[config.mk]
export PLATFORM = sky130hd
export DESIGN_NAME = iotx_translator
export DESIGN_NICKNAME = d
export VERILOG_FILES = /design/src/rtl/iotx_pkg.sv /design/src/rtl/iotx_table.sv /design/src/rtl/iotx_perm.sv /design/src/rtl/iotx_result.sv /design/src/rtl/iotx_translator.sv
export SDC_FILE = /design/constraint.sdc
export NUM_CORES = 1
export LEC_CHECK = 0
export BUFFER_PORTS_ARGS = -buffer_cell sky130_fd_sc_hd__buf_2
export CORE_ASPECT_RATIO = 0.7
export CORE_UTILIZATION = 40
export DETAILED_ROUTE_END_ITERATION = 6
export PLACE_DENSITY_LB_ADDON = 0.2
export SETUP_SLACK_MARGIN = 0.5
export SYNTH_ARGS = -nofsm -noshare
export SYNTH_HDL_FRONTEND = slang
export SYNTH_SLANG_ARGS = --single-unit
export TNS_END_PERCENT = 30
[constraint.sdc]
create_clock -name clk -period 3.7 [get_ports clk]
set_clock_uncertainty 0.1 [all_clocks]
set_input_delay 0.185 -clock clk [delete_from_list [all_inputs] [get_ports clk]]
set_output_delay 0.185 -clock clk [all_outputs]
set_load 0.005 [all_outputs]
[src/rtl/iotx_pkg.sv]
package iotx_pkg;

    localparam int unsigned PERM_W = 2;

    typedef enum logic [PERM_W-1:0] {
        PERM_NONE = 2'd0,
        PERM_RD   = 2'd1,
        PERM_WR   = 2'd2,
        PERM_RW   = 2'd3
    } perm_e;

endpackage

[src/rtl/iotx_table.sv]
// Entry storage: flop array cleared at reset, one write port,
// one registered read port (read-before-write on a collision).
module iotx_table #(
    parameter int unsigned NUM_ENTRIES = 16,
    parameter int unsigned ENTRY_W     = 64,
    parameter int unsigned IDX_W       = 4,
    parameter int unsigned UPD_IDX_W   = 5
) (
    input  logic                 clk,
    input  logic                 rst_n,
    input  logic                 wr_en,
    input  logic [UPD_IDX_W-1:0] wr_idx,
    input  logic [ENTRY_W-1:0]   wr_data,
    input  logic                 rd_en,
    input  logic [IDX_W-1:0]     rd_idx,
    output logic [ENTRY_W-1:0]   rd_data
);

    typedef struct packed {
        logic [NUM_ENTRIES-1:0][ENTRY_W-1:0] mem;
        logic [ENTRY_W-1:0]                  rd;
    } tbl_state_t;

    tbl_state_t st_d, st_q;

    logic wr_hit;
    logic rd_hit;

    always_comb begin
        wr_hit = wr_en && (32'(wr_idx) < NUM_ENTRIES);
        rd_hit = (32'(rd_idx) < NUM_ENTRIES);
        st_d   = st_q;
        // read uses the registered array, so it sees the old value
        if (rd_en) begin
            st_d.rd = rd_hit ? st_q.mem[rd_idx] : '0;
        end
        for (int e = 0; e < NUM_ENTRIES; e++) begin
            if (wr_hit && (32'(wr_idx) == e)) begin
                st_d.mem[e] = wr_data;
            end
        end
    end

    always_ff @(posedge clk or negedge rst_n) begin
        if (!rst_n) begin
            st_q <= '0;
        end else begin
            st_q <= st_d;
        end
    end

    assign rd_data = st_q.rd;

endmodule

[src/rtl/iotx_perm.sv]
// Permission check against the access direction.
module iotx_perm
    import iotx_pkg::*;
(
    input  perm_e perm,
    input  logic  is_write,
    output logic  fault
);

    logic may_read;
    logic may_write;

    always_comb begin
        may_read  = (perm == PERM_RD) || (perm == PERM_RW);
        may_write = (perm == PERM_WR) || (perm == PERM_RW);
        fault     = is_write ? !may_write : !may_read;
    end

endmodule

[src/rtl/iotx_result.sv]
// Forms the translation result from the captured request and the entry.
module iotx_result
    import iotx_pkg::*;
#(
    parameter int unsigned ADDR_W     = 64,
    parameter int unsigned ENTRY_W    = 64,
    parameter int unsigned PAGE_SHIFT = 12
) (
    input  logic [ADDR_W-1:0]  addr,
    input  logic               is_write,
    input  logic               in_range,
    input  logic [ENTRY_W-1:0] entry,
    output logic [ADDR_W-1:0]  iova,
    output logic [ENTRY_W-1:0] phys,
    output logic [ADDR_W-1:0]  mask,
    output logic [PERM_W-1:0]  perm,
    output logic               fault
);

    localparam logic [ADDR_W-1:0]  ADDR_OFF  = ADDR_W'((64'd1 << PAGE_SHIFT) - 64'd1);
    localparam logic [ENTRY_W-1:0] ENTRY_OFF = ENTRY_W'((64'd1 << PAGE_SHIFT) - 64'd1);

    perm_e perm_eff;

    always_comb begin
        if (in_range) begin
            iova     = addr & ~ADDR_OFF;
            phys     = entry & ~ENTRY_OFF;
            mask     = ADDR_OFF;
            perm_eff = perm_e'(entry[PERM_W-1:0]);
        end else begin
            iova     = '0;
            phys     = '0;
            mask     = '1;
            perm_eff = PERM_NONE;
        end
        perm = perm_eff;
    end

    iotx_perm perm_i (
        .perm     (perm_eff),
        .is_write (is_write),
        .fault    (fault)
    );

endmodule

[src/rtl/iotx_translator.sv]
module iotx_translator
    import iotx_pkg::*;
#(
    parameter int unsigned ADDR_W      = 64,
    parameter int unsigned ENTRY_W     = 64,
    parameter int unsigned PAGE_SHIFT  = 12,
    parameter int unsigned NUM_ENTRIES = 16,
    parameter int unsigned IDX_W       = (NUM_ENTRIES > 1) ? $clog2(NUM_ENTRIES) : 1,
    parameter int unsigned UPD_IDX_W   = IDX_W + 1
) (
    input  logic                 clk,
    input  logic                 rst_n,
    input  logic                 req_valid,
    output logic                 req_ready,
    input  logic [ADDR_W-1:0]    req_addr,
    input  logic                 req_write,
    output logic                 rsp_valid,
    input  logic                 rsp_ready,
    output logic [ADDR_W-1:0]    rsp_iova,
    output logic [ENTRY_W-1:0]   rsp_phys,
    output logic [ADDR_W-1:0]    rsp_mask,
    output logic [1:0]           rsp_perm,
    output logic                 rsp_fault,
    input  logic                 upd_en,
    input  logic [UPD_IDX_W-1:0] upd_index,
    input  logic [ENTRY_W-1:0]   upd_data
);

    typedef struct packed {
        logic              valid;
        logic [ADDR_W-1:0] addr;
        logic              write;
        logic              in_range;
    } req_state_t;

    req_state_t st_d, st_q;

    logic             accept;
    logic [IDX_W-1:0] rd_idx;
    logic [ENTRY_W-1:0] entry;

    always_comb begin
        req_ready = !st_q.valid || rsp_ready;
        accept    = req_valid && req_ready;
        rd_idx    = IDX_W'(req_addr >> PAGE_SHIFT);
        st_d      = st_q;
        if (accept) begin
            st_d.valid    = 1'b1;
            st_d.addr     = req_addr;
            st_d.write    = req_write;
            st_d.in_range = (req_addr >> PAGE_SHIFT) < ADDR_W'(NUM_ENTRIES);
        end else if (rsp_ready) begin
            st_d.valid = 1'b0;
        end
    end

    always_ff @(posedge clk or negedge rst_n) begin
        if (!rst_n) begin
            st_q <= '0;
        end else begin
            st_q <= st_d;
        end
    end

    iotx_table #(
        .NUM_ENTRIES (NUM_ENTRIES),
        .ENTRY_W     (ENTRY_W),
        .IDX_W       (IDX_W),
        .UPD_IDX_W   (UPD_IDX_W)
    ) table_i (
        .clk     (clk),
        .rst_n   (rst_n),
        .wr_en   (upd_en),
        .wr_idx  (upd_index),
        .wr_data (upd_data),
        .rd_en   (accept),
        .rd_idx  (rd_idx),
        .rd_data (entry)
    );

    iotx_result #(
        .ADDR_W     (ADDR_W),
        .ENTRY_W    (ENTRY_W),
        .PAGE_SHIFT (PAGE_SHIFT)
    ) result_i (
        .addr     (st_q.addr),
        .is_write (st_q.write),
        .in_range (st_q.in_range),
        .entry    (entry),
        .iova     (rsp_iova),
        .phys     (rsp_phys),
        .mask     (rsp_mask),
        .perm     (rsp_perm),
        .fault    (rsp_fault)
    );

    assign rsp_valid = st_q.valid;

endmodule

==> Word level (Yosys, flattened, before mapping) <==
Cells that the tools add are included.
{ "totals": {"ff_bits": 1155, "inputBits": 139, "elab_cells": 77} }
{ "op_classes": {"order_cmp": 3, "eq_ne": 18, "n_mux": 9, "reduce_logical": 26} }
{ "op_table": {"columns": ["cell", "n"], "rows": [
  ["binary-select mux 64 bit (select 4 bit)", 1],
  ["two-way mux 64 bit", 4],
  ["< comparator 52 x 5 -> 1 bit, second input constant", 1],
  ["== test 5 x 4 -> 1 bit, second input constant", 8],
  ["== test 5 x 3 -> 1 bit, second input constant", 4],
  ["logical AND 1 bit", 18],
  ["== test 5 x 2 -> 1 bit, second input constant", 2],
  ["== test 5 x 1 -> 1 bit, second input constant", 1],
  ["logical NOT 5 bit", 1],
  ["< comparator 4 x 5 -> 1 bit, second input constant", 1],
  ["< comparator 5 bit, second input constant", 1],
  ["== test 2 bit, second input constant", 2],
  ["logical NOT 1 bit", 3],
  ["logical OR 1 bit", 3],
  ["two-way mux 1 bit", 3],
  ["== test 2 x 1 -> 1 bit, second input constant", 1],
  ["two-way mux 2 bit", 1],
  ["nonzero test 2 bit", 1]
]} }

==> Longest topological paths before layout <==
Gate-level depths: netlist (run 1).
{ "depth": {"word_depth": 5, "mapped_depth": 7, "ltp_nobuf": 4} }

==> Modules after synthesis <==
From an unflattened synthesis (run 1), not the netlist that was laid out.
{ "unflattened": {"cells_unflattened": 3349, "hier_area_um2": 53248.6} }
{ "modules_own_cells": {"columns": ["module", "instances", "cells_per_inst", "area_each_um2"], "rows": [
  ["iotx_table", 1, 2981, 49158.4],
  ["iotx_translator", 1, 160, 2672.6],
  ["iotx_result", 1, 207, 1407.6],
  ["iotx_perm", 1, 1, 10.0]
]} }

==> Least setup slack after synthesis (run 1) <==
No wires, ideal clock.
{ "synth_path": {"path_kind": "register to output", "from": "register st_q[0] in the netlist's numbering", "to": "output port rsp_mask[13]", "arrival_time_ns": 1.710, "required_ns": 3.415, "setup_slack_ns": 1.705, "stages_incl_launch_ff": 5, "cell_sequence": "dfrtp_1 clkbuf_1 clkbuf_1 inv_1 buf_4"} }
{ "synth_between": {"elab_chain_len": 1} }
{ "synth_rtl": {"columns": ["element", "line", "rtl"], "rows": [
  ["from (decl)", "iotx_translator.sv:36", "req_state_t st_d, st_q;"],
  ["from (signal assigned)", "iotx_translator.sv:61", "st_q <= st_d;"],
  ["two-way mux 64 bit", "iotx_result.sv:26", "if (in_range) begin"],
  ["to (decl)", "iotx_translator.sv:21", "output logic [ADDR_W-1:0] rsp_mask,"]
]} }
Every way passes these cells.

==> Worst setup path after layout (run 1) <==
{ "layout_path": {"from": "register st_q (netlist bit rsp_valid)", "to": "register table_i.st_q (netlist bit table_i.rd_data[22])"} }
{ "layout_between": {"elab_chain_len": 3} }
{ "layout_rtl": {"columns": ["element", "line", "rtl"], "rows": [
  ["logical NOT 1 bit", "iotx_translator.sv:43", "req_ready = !st_q.valid || rsp_ready;"],
  ["logical OR 1 bit", "iotx_translator.sv:43", null],
  ["logical AND 1 bit", "iotx_translator.sv:44", "accept = req_valid && req_ready;"],
  ["to (signal assigned)", "iotx_table.sv:48", "st_q <= st_d;"],
  ["to (decl)", "iotx_table.sv:24", "tbl_state_t st_d, st_q;"]
]} }
Every way passes these cells.
A chain may end at the register's enable or synchronous reset.

==> flow_summary.toml, run 1 <==
[clock_tree]
cts.sinks = 973
cts-root-buf = "clkbuf_16"
cts.clk_slew.worst_paths_ps = 60
cts_tree = "yes"
htreeDepth = 3
clkLatencyLatePin_ps = 690
cts-resized-gates = 0
cts_made_buffers = 98
clock_path_buffers = 3

[yosys]
async_flop_share_pct = 100
postSynthCellCount = 2812
synth-edff-count = 0
ys.flop_type = "dfrtp_1"
synth_seq_cells = 973
synth.yosys.warnings = 0
ys_seq_area_share_pct = 55.2
synthTopCellsByArea = "dfrtp_1 (55%), mux2_2 (23%), mux4_2 (11%)"
syn_avg_cell_area_um2 = 15.7
yosysUniqueCellTypes = 32
mappedNetlistArea_um2 = 44100
yosys.area.top_type = "dfrtp_1"
synth_top_area_share_pct = 55.2

[sta]
slew_headroom_pct = 19.1
hold_violations = 0
rsz0062_at_grt = "no"
worst_pin_slew_ps = 1210
slew_viol_final = 0
fin_crit_ps = 2800
fmax_ghz = 0.358
fin_tns_setup_ps = 0
setup_viol = 0
period_share_pct = 75.6

[worst_hold_path]
hp-class = "in -> async"

[drt]
drtAntennaViolNets = 0
wl_per_cell_um = 25.0
wl_um = 115000
drtIter0Drc = 1294
drc = 0
first_pass_iters = 4
vias = 25173
vias_per_cell = 5.47

[run_status]
status = "complete, no violations"

[worst_setup_path]
path_class = "reg -> reg"
cp.required_ps = 4210
start_kind = "flop"
crit_fanout = 15
crit_path_end_kind = "flop"
worst_ep_arrival_time_ps = 3310

[floorplan]
initial_core_util_pct = 40.5
fp.coreArea_um2 = 109000
pin_count = 336
fp.dieArea_um2 = 112000
rows = 101
die_height_um = 280
chipWidth_um = 399

[job]
drv_cap = 0

[cells_and_area]
drive_gt1_share_pct = 52.4
regArea_um2 = 24400
fin_nets = 3219
multi_input_area_um2 = 18300
syn2layout_area_growth_pct = 16.1
fin_util_pct = 47.1
fillers = 9228

[placement]
globalplace.congestion = 0.770
io_buffers = 277
dpl.hpwl_um = 66300

[global_routing]
grt.overflow.total = 0
grt_max_degree = 107
grt_pass1_wl_um = 176000
antenna_found_initial = 7
grt_pass1_vias = 27857
grt_usage_pct = 20.9

[pwr]
ir_worst_vdd_mv = 0.340
pwr_density_cell_nw_per_um2 = 553
power.leakage_nw = 23.6
## cell type report
cell class / count / area share (%)
Timing Repair Buffer: 457 / 6.78
Clock inverter: 24 / 0.771
Multi-Input combinational cell: 1549 / 35.6
Tap cell: 1442 / 3.52
Antenna cell: 2 / 0.00976
Clock buffer: 151 / 5.78
Inverter: 1 / 0.00732
Sequential cell: 973 / 47.5
## cells in the mapped netlist (all sizes together), types with 7 or more instances
master,instances
o21ai,28
buf,227
clkbuf,96
mux2i,112
dfrtp,973
nor4,13
mux4,214
mux2,915
nor2b,7
a21o,26
a2bb2oi,28
o22ai,25
and2,106
nand2,16
## where the power goes
group          internal, mW  switching [mW]  leakage, nW
logic                  2.69            1.59         9.58
registers              12.7            1.04         12.4
clock network          6.13            4.18         1.64
## metal layers
metal  up-vias  GRT usage [%]  wire length (um)  share of wire, %
met4        10           4.85              2360               2.0
li1      10806              -                 -                 -
met3       172           3.34              4060               3.5
met5         -              0                72             0.063
met2       541           35.6             57600                50
met1     13644           28.2             50800                44
## cells by family (layout without fill, tap and decap cells)
family	after synthesis	count (layout)	share of synthesized area, %
AO/OA/AOI/OAI	109	109	1.70
multiplexers	1241	1241	36.8
AND/OR/NAND/NOR	163	163	2.27
other	2	38	0.0170
buffers and inverters	324	633	4.04
flip-flops	973	973	55.2
## layout by cell type (no fill, tap or decap), types with 2 or more instances in the layout
master           n
clkinv_8         3
clkbuf_1        24
mux2i_1        112
a2bb2oi_1       28
nand3_1          2
nand4b_1         2
nor4_1          13
clkinvlp_4       2
nand3b_1         3
bufinv_16        9
buf_2          273
buf_12          35
a21o_1          26
and2_1         106
nand2_4         10
o21ai_1         26
mux4_2         214
buf_4           39
o21ai_0          2
nand2_1          6
nand2b_1         2
nor2b_1          3
dlygate4sd3_1  107
nor2b_4          4
mux2_2         915
buf_8            3
clkinv_2         7
nand4_1          3
clkbuf_16      100
nor2_1           2
o22ai_1         25
conb_1          36
and4bb_2         2
diode_2          2
clkbuf_8        27
inv_6            2
dfrtp_1        972
## worst max-delay path, cell delays in order (launching register included)
cell	delay (ps)
dfrtp_1	380
nand2b_1	300
nand3b_1	910
buf_12	510
o22ai_1	370
a21o_1	120
## stage by stage
| step | cells | power (mW) | cell area [um^2] | hold slack, ps | worst slack [ps] |
|---|---|---|---|---|---|
| 2_1_floorplan | 2846 | 16.8 | 44300 | -211 | 1710 |
| 3_3_place_gp | 4315 | 17.8 | 46800 | 192 | 947 |
| 3_5_place_dp | 4315 | 18.2 | 46800 | 203 | 908 |
| 4_1_cts | 4597 | 28.7 | 51300 | 44.6 | 879 |
| 5_1_grt | 4597 | 29.7 | 51300 | 79.7 | 585 |
| 6_report | 4599 | 28.3 | 51300 | 40.8 | 903 |
## final timing paths
| check | end | slack [ps] | startpoint | depth (start not counted) |
|---|---|---|---|---|
| max in group asynchronous | table_i.st_q[679]$_DFFE_PN0P_ | 2240 | rst_n | 4 |
| worst min register to register | st_q[16]$_DFFE_PN0P_ | 370 | st_q[16]$_DFFE_PN0P_ | 2 |
| worst max register to register | table_i.rd_data[22]$_DFFE_PN0P_ | 900 | rsp_valid$_DFFE_PN0P_ | 5 |
| min in group clk | table_i.rd_data[51]$_DFFE_PN0P_ | 110 | req_addr[15] | 3 |
| worst max-delay path | table_i.rd_data[22]$_DFFE_PN0P_ | 900 | rsp_valid$_DFFE_PN0P_ | 5 |
| worst min-delay path | table_i.st_q[845]$_DFFE_PN0P_ | 40 | rst_n | 2 |
## sequential cells by signal, summed over array words and instances (netlist names)
name / flops
table_i.st_q: 864
st_q: 54
table_i.rd_data: 54
rsp_valid: 1
## repair_timing
item	4_1_cts	5_1_grt
hold buffers	107	0
buffers inserted	0	0
hold endpoints to repair	993	0
endpoints found under the setup margin	0	0
Note: power is estimated with default switching activity, not from simulation.
==> inputs of run 2 (changes only) <==
Clock period 3.7 ns to 2.3 ns, I/O delays scaled along.
==> flow_summary.toml, run 2 (synthesis results as in run 1) <==
[sta]
fin_crit_ps = 2110
period_share_pct = 91.6
fin_tns_setup_ps = 0
worst_pin_slew_ps = 726
slew_headroom_pct = 51.4
fmax_ghz = 0.474
setup_viol = 0
rsz0062_at_grt = "yes"
hold_violations = 0
hold_ws_ps = 45.1
slew_viol_final = 0

[worst_setup_path]
start_kind = "flop"
cp.required_ps = 2090
path_class = "reg -> out"
path_buf_inv = 3
crit_fanout = 8
slowest_delay_ps = 550
cpMaxStageDelayCell = "dfrtp_4"
path_delay_family = "flip-flops"
worst_ep_arrival_time_ps = 1890
path_cells = "buf_8, clkbuf_16, and2_1, buf_2"
crit_path_end_kind = "output pin"

[run_status]
status = "complete, no violations"

[floorplan]
rows = 101
initial_core_util_pct = 40.5
fp.dieArea_um2 = 112000
fp.coreArea_um2 = 109000
die_height_um = 280
chipWidth_um = 399
pin_count = 336

[cells_and_area]
final_common_cell = "dfrtp_1"
largest_reg_flops = 864
fillers = 9211
regMostFlops = "table_i.st_q"
final_cell_mix = "dfrtp_1 (972), mux2_2 (915), buf_2 (273), mux4_2 (214), mux2i_1 (112)"
drive_gt1_share_pct = 54.0
syn2layout_area_growth_pct = 18.7
fin_nets = 3306

[clock_tree]
htreeDepth = 3
cts-root-buf = "clkbuf_16"
clock_path_buffers = 3
clkLatencyLatePin_ps = 680
cts_made_buffers = 98
cts.clk_slew.worst_paths_ps = 60
cts_tree = "yes"
cts.sinks = 973

[global_routing]
grt.overflow.total = 0
grt_pass1_wl_um = 179000
grt_max_degree = 82
grt_usage_pct = 21.3
antenna_found_initial = 9
grt_pass1_vias = 28179

[placement]
io_buffers = 277
dpl.hpwl_um = 72200
globalplace.congestion = 0.805

[drt]
wl_per_cell_um = 25.2
first_pass_iters = 5
drtAntennaViolNets = 0
drc = 0
wl_um = 118000
drtIter0Drc = 1489
vias = 25652
vias_per_cell = 5.48

[pwr]
pwr_density_cell_nw_per_um2 = 868
power.leakage_nw = 24.2
ir_worst_vdd_mv = 0.535

[job]
drv_cap = 0

[worst_hold_path]
hp-class = "in -> reg"
run 2: power by group:
| group | switching [mW] | internal, mW |
|---|---|---|
| clock | 6.70 | 9.52 |
| combinational | 2.60 | 4.45 |
| sequential | 1.72 | 20.5 |
| total | 11.0 | 34.4 |
run 2: final timing paths:
| check | slack (ps) | cells past startpoint | to | from |
|---|---|---|---|---|
| setup / recovery | 190 | 4 | rsp_phys[62] | st_q[0]$_DFFE_PN0P_ |
| hold / removal | 50 | 4 | table_i.rd_data[62]$_DFFE_PN0P_ | req_addr[13] |
| setup reg to reg | 360 | 5 | table_i.rd_data[45]$_DFFE_PN0P_ | rsp_valid$_DFFE_PN0P_ |
| hold reg to reg | 370 | 2 | st_q[16]$_DFFE_PN0P_ | st_q[16]$_DFFE_PN0P_ |
| max in group asynchronous | 710 | 5 | table_i.st_q[287]$_DFFE_PN0P_ | rst_n |
| min in group asynchronous | 460 | 3 | table_i.st_q[911]$_DFFE_PN0P_ | rst_n |
run 2: worst reg2reg max path: cells and delay by family (launching register included):
family          cells  cell delay (ps)
compound gates      2              320
buf+inv             1              390
flops               1              370
simple gates        2              630
run 2: final cells by class:
class	count	area [um^2]	share of cell area, %
sequential	973	24400	46.5
tap	1442	1800	3.44
clock buffer	143	2910	5.56
antenna	1	2.50	0.00478
timing repair buffer	544	4680	8.94
multi-input combinational	1549	18300	34.9
clock inverter	29	344	0.657
inverter	1	7.51	0.0143
run 2: what timing repair did:
action / CTS / global route
setup endpoints to repair: 245 / 258
hold buffers: 111 / 0
setup buffers: 0 / 2
hold endpoints to repair: 1714 / 0
gates resized for setup: 10 / 12
gates cloned: 1 / 3
run 2: per-layer routing:
| metal | track usage (%) | share of wire, % | vias up |
|---|---|---|---|
| met5 | 0 | 0.068 | - |
| met4 | 5.72 | 2.5 | 12 |
| met3 | 3.76 | 4.1 | 200 |
| met2 | 35.8 | 50 | 579 |
| met1 | 28.3 | 43 | 13906 |
| li1 | - | - | 10955 |
run 2: through the flow:
step | total power [mW] | std cells | util (%) | setup slack [ps] | instance area (um^2)
finish | 45.5 | 4682 | 48.1 | 192 | 52400
global route | 47.5 | 4681 | 48.1 | 114 | 52400
CTS | 46.0 | 4676 | 48.0 | 121 | 52300
detailed placement | 29.4 | 4392 | 43.9 | 248 | 47800
global placement | 28.8 | 4392 | 43.9 | 273 | 47800
floorplan | 27.1 | 2846 | - | 514 | 44300
==> inputs of run 3 (changes only) <==
Settings changed: CORE_UTILIZATION 40 to 50, SLEW_MARGIN from default to 30.
==> flow_summary.toml, run 3 (synthesis results as in run 1) <==
[run_status]
status = "complete, no violations"

[sta]
hold_violations = 0
fin_crit_ps = 2110
rsz0062_at_grt = "yes"
fin_tns_setup_ps = 0
slew_viol_final = 0
setup_viol = 0
fmax_ghz = 0.474
slew_headroom_pct = 54.4
worst_pin_slew_ps = 681
period_share_pct = 91.7

[drt]
highest_layer = "met5"
drtAntennaViolNets = 0
drc = 0
wl_um = 112000
first_pass_iters = 5
routed-wl-met3_um = 4690
wl_per_cell_um = 25.5
met2_length_um = 54300
vias_per_cell = 5.84
vias = 25554
wl_met1_um = 50000
drtIter0Drc = 1571

[clock_tree]
clock_path_buffers = 3
cts.clk_slew.worst_paths_ps = 70
clkLatencyLatePin_ps = 660
cts_made_buffers = 93
cts-root-buf = "clkbuf_16"
cts_tree = "yes"
cts.sinks = 973
htreeDepth = 3

[pwr]
power.leakage_nw = 24.2
ir_worst_vdd_mv = 0.594
pwr_density_cell_nw_per_um2 = 879

[cells_and_area]
drive_gt1_share_pct = 54.4
syn2layout_area_growth_pct = 18.1
largest_reg_flops = 864
final_cell_mix = "dfrtp_1 (972), mux2_2 (915), buf_2 (260), mux4_2 (214), mux2i_1 (112)"
antenna_cells = 0
fin_util_pct = 60.1
final-instance-count-excl-fill = 4374
fillers = 6428
final_common_cell = "dfrtp_1"
fin_nets = 3287
regMostFlops = "table_i.st_q"

[floorplan]
pin_count = 336
fp.coreArea_um2 = 86800
fp.dieArea_um2 = 89500
initial_core_util_pct = 50.8
die_height_um = 251
rows = 90
chipWidth_um = 357

[worst_setup_path]
slowest_delay_ps = 550
reg2regPathDepth = 4
cp.required_ps = 2090
timing.rr.start = "rsp_valid$_DFFE_PN0P_"
crit_path_end_kind = "output pin"
r2r_slack_ps = 440
worst_ep_arrival_time_ps = 1890
crit_fanout = 6
path_delay_family = "flip-flops"
reg2reg_to = "table_i.rd_data[62]$_DFFE_PN0P_"
start_kind = "flop"
path_cells = "buf_16, and2_1, mux2i_1, buf_2"
path_buf_inv = 2
cpMaxStageDelayCell = "dfrtp_4"
path_class = "reg -> out"

[global_routing]
grt_pass1_wl_um = 171000
grt_max_degree = 102
grt.overflow.total = 0
antenna_found_initial = 3
grt_usage_pct = 25.3
grt_pass1_vias = 27741

[worst_hold_path]
hp-class = "in -> async"

[placement]
place_inst = 4079
io_buffers = 277
globalplace.congestion = 0.785
dpl.hpwl_um = 66000

[job]
drv_cap = 0
[run 3: cell types whose count changed in the layout (fill, tap and decap cells not counted), moves of 4 or more]
cell	change
bufinv_16	+7
buf_6	+12
buf_4	-10
and2_4	+16
buf_12	-4
buf_2	-13
and2_1	-14
[run 3: area by class of cell]
cell class | instances | area [um^2] | share of cell area (%)
Clock inverter | 36 | 562 | 1.08
Tap cell | 1150 | 1440 | 2.76
Clock buffer | 135 | 2790 | 5.35
Timing Repair Buffer | 530 | 4670 | 8.96
Multi-Input combinational cell | 1549 | 18300 | 35.1
Sequential cell | 973 | 24400 | 46.7
Inverter | 1 | 7.51 | 0.0144
[run 3: metrics by stage]
step	power, mW	setup WS (ps)	hold slack, ps	area (um^2)
after floorplan	27.1	514	-281	44300
after global placement	28.6	269	-49.2	47200
after detailed placement	29.3	263	-45.5	47200
after CTS	46.2	200	29.5	51900
after global routing	47.8	163	56.3	52100
final	45.8	191	59.3	52100
[run 3: how the worst max path moves through the flow]
stage                        start                            end  slack, ps  depth (start not counted)
2_1_floorplan  st_q[0]$_DFFE_PN0P_                   rsp_mask[13]        510                          4
3_3_place_gp          upd_index[1]  table_i.st_q[378]$_DFFE_PN0P_        270                          5
6_report       st_q[0]$_DFFE_PN0P_                      rsp_fault        190                          4
4_1_cts        st_q[0]$_DFFE_PN0P_                   rsp_phys[43]        200                          4
5_1_grt        st_q[0]$_DFFE_PN0P_                      rsp_fault        160                          4
3_5_place_dp          upd_index[1]  table_i.st_q[340]$_DFFE_PN0P_        260                          5
[run 3: per-layer routing]
layer  global-route usage [%]  vias to the layer above
met5                        0                        -
met3                     3.90                      176
met1                     35.7                    13834
met4                     7.08                        4
li1                         -                    10931
met2                     41.0                      609
[run 3: timing repair]
action / in CTS / in global routing
setup buffers: 7 / 1
gates resized for setup: 30 / 24
cloned: 3 / 4
hold endpoints to repair: 1895 / 0
hold buffers: 109 / 0
setup endpoints to repair: 163 / 192
[run 3: power by group]
part           switching (mW)  internal (mW)
Sequential               1.73           20.5
Combinational            2.56           4.41
Clock                    6.69           10.0
Total                    11.0           34.9
[run 3: worst min-delay path, stage by stage]
cell and delay [ps]:
dlygate4sd3_1 560, buf_8 230, buf_12 250
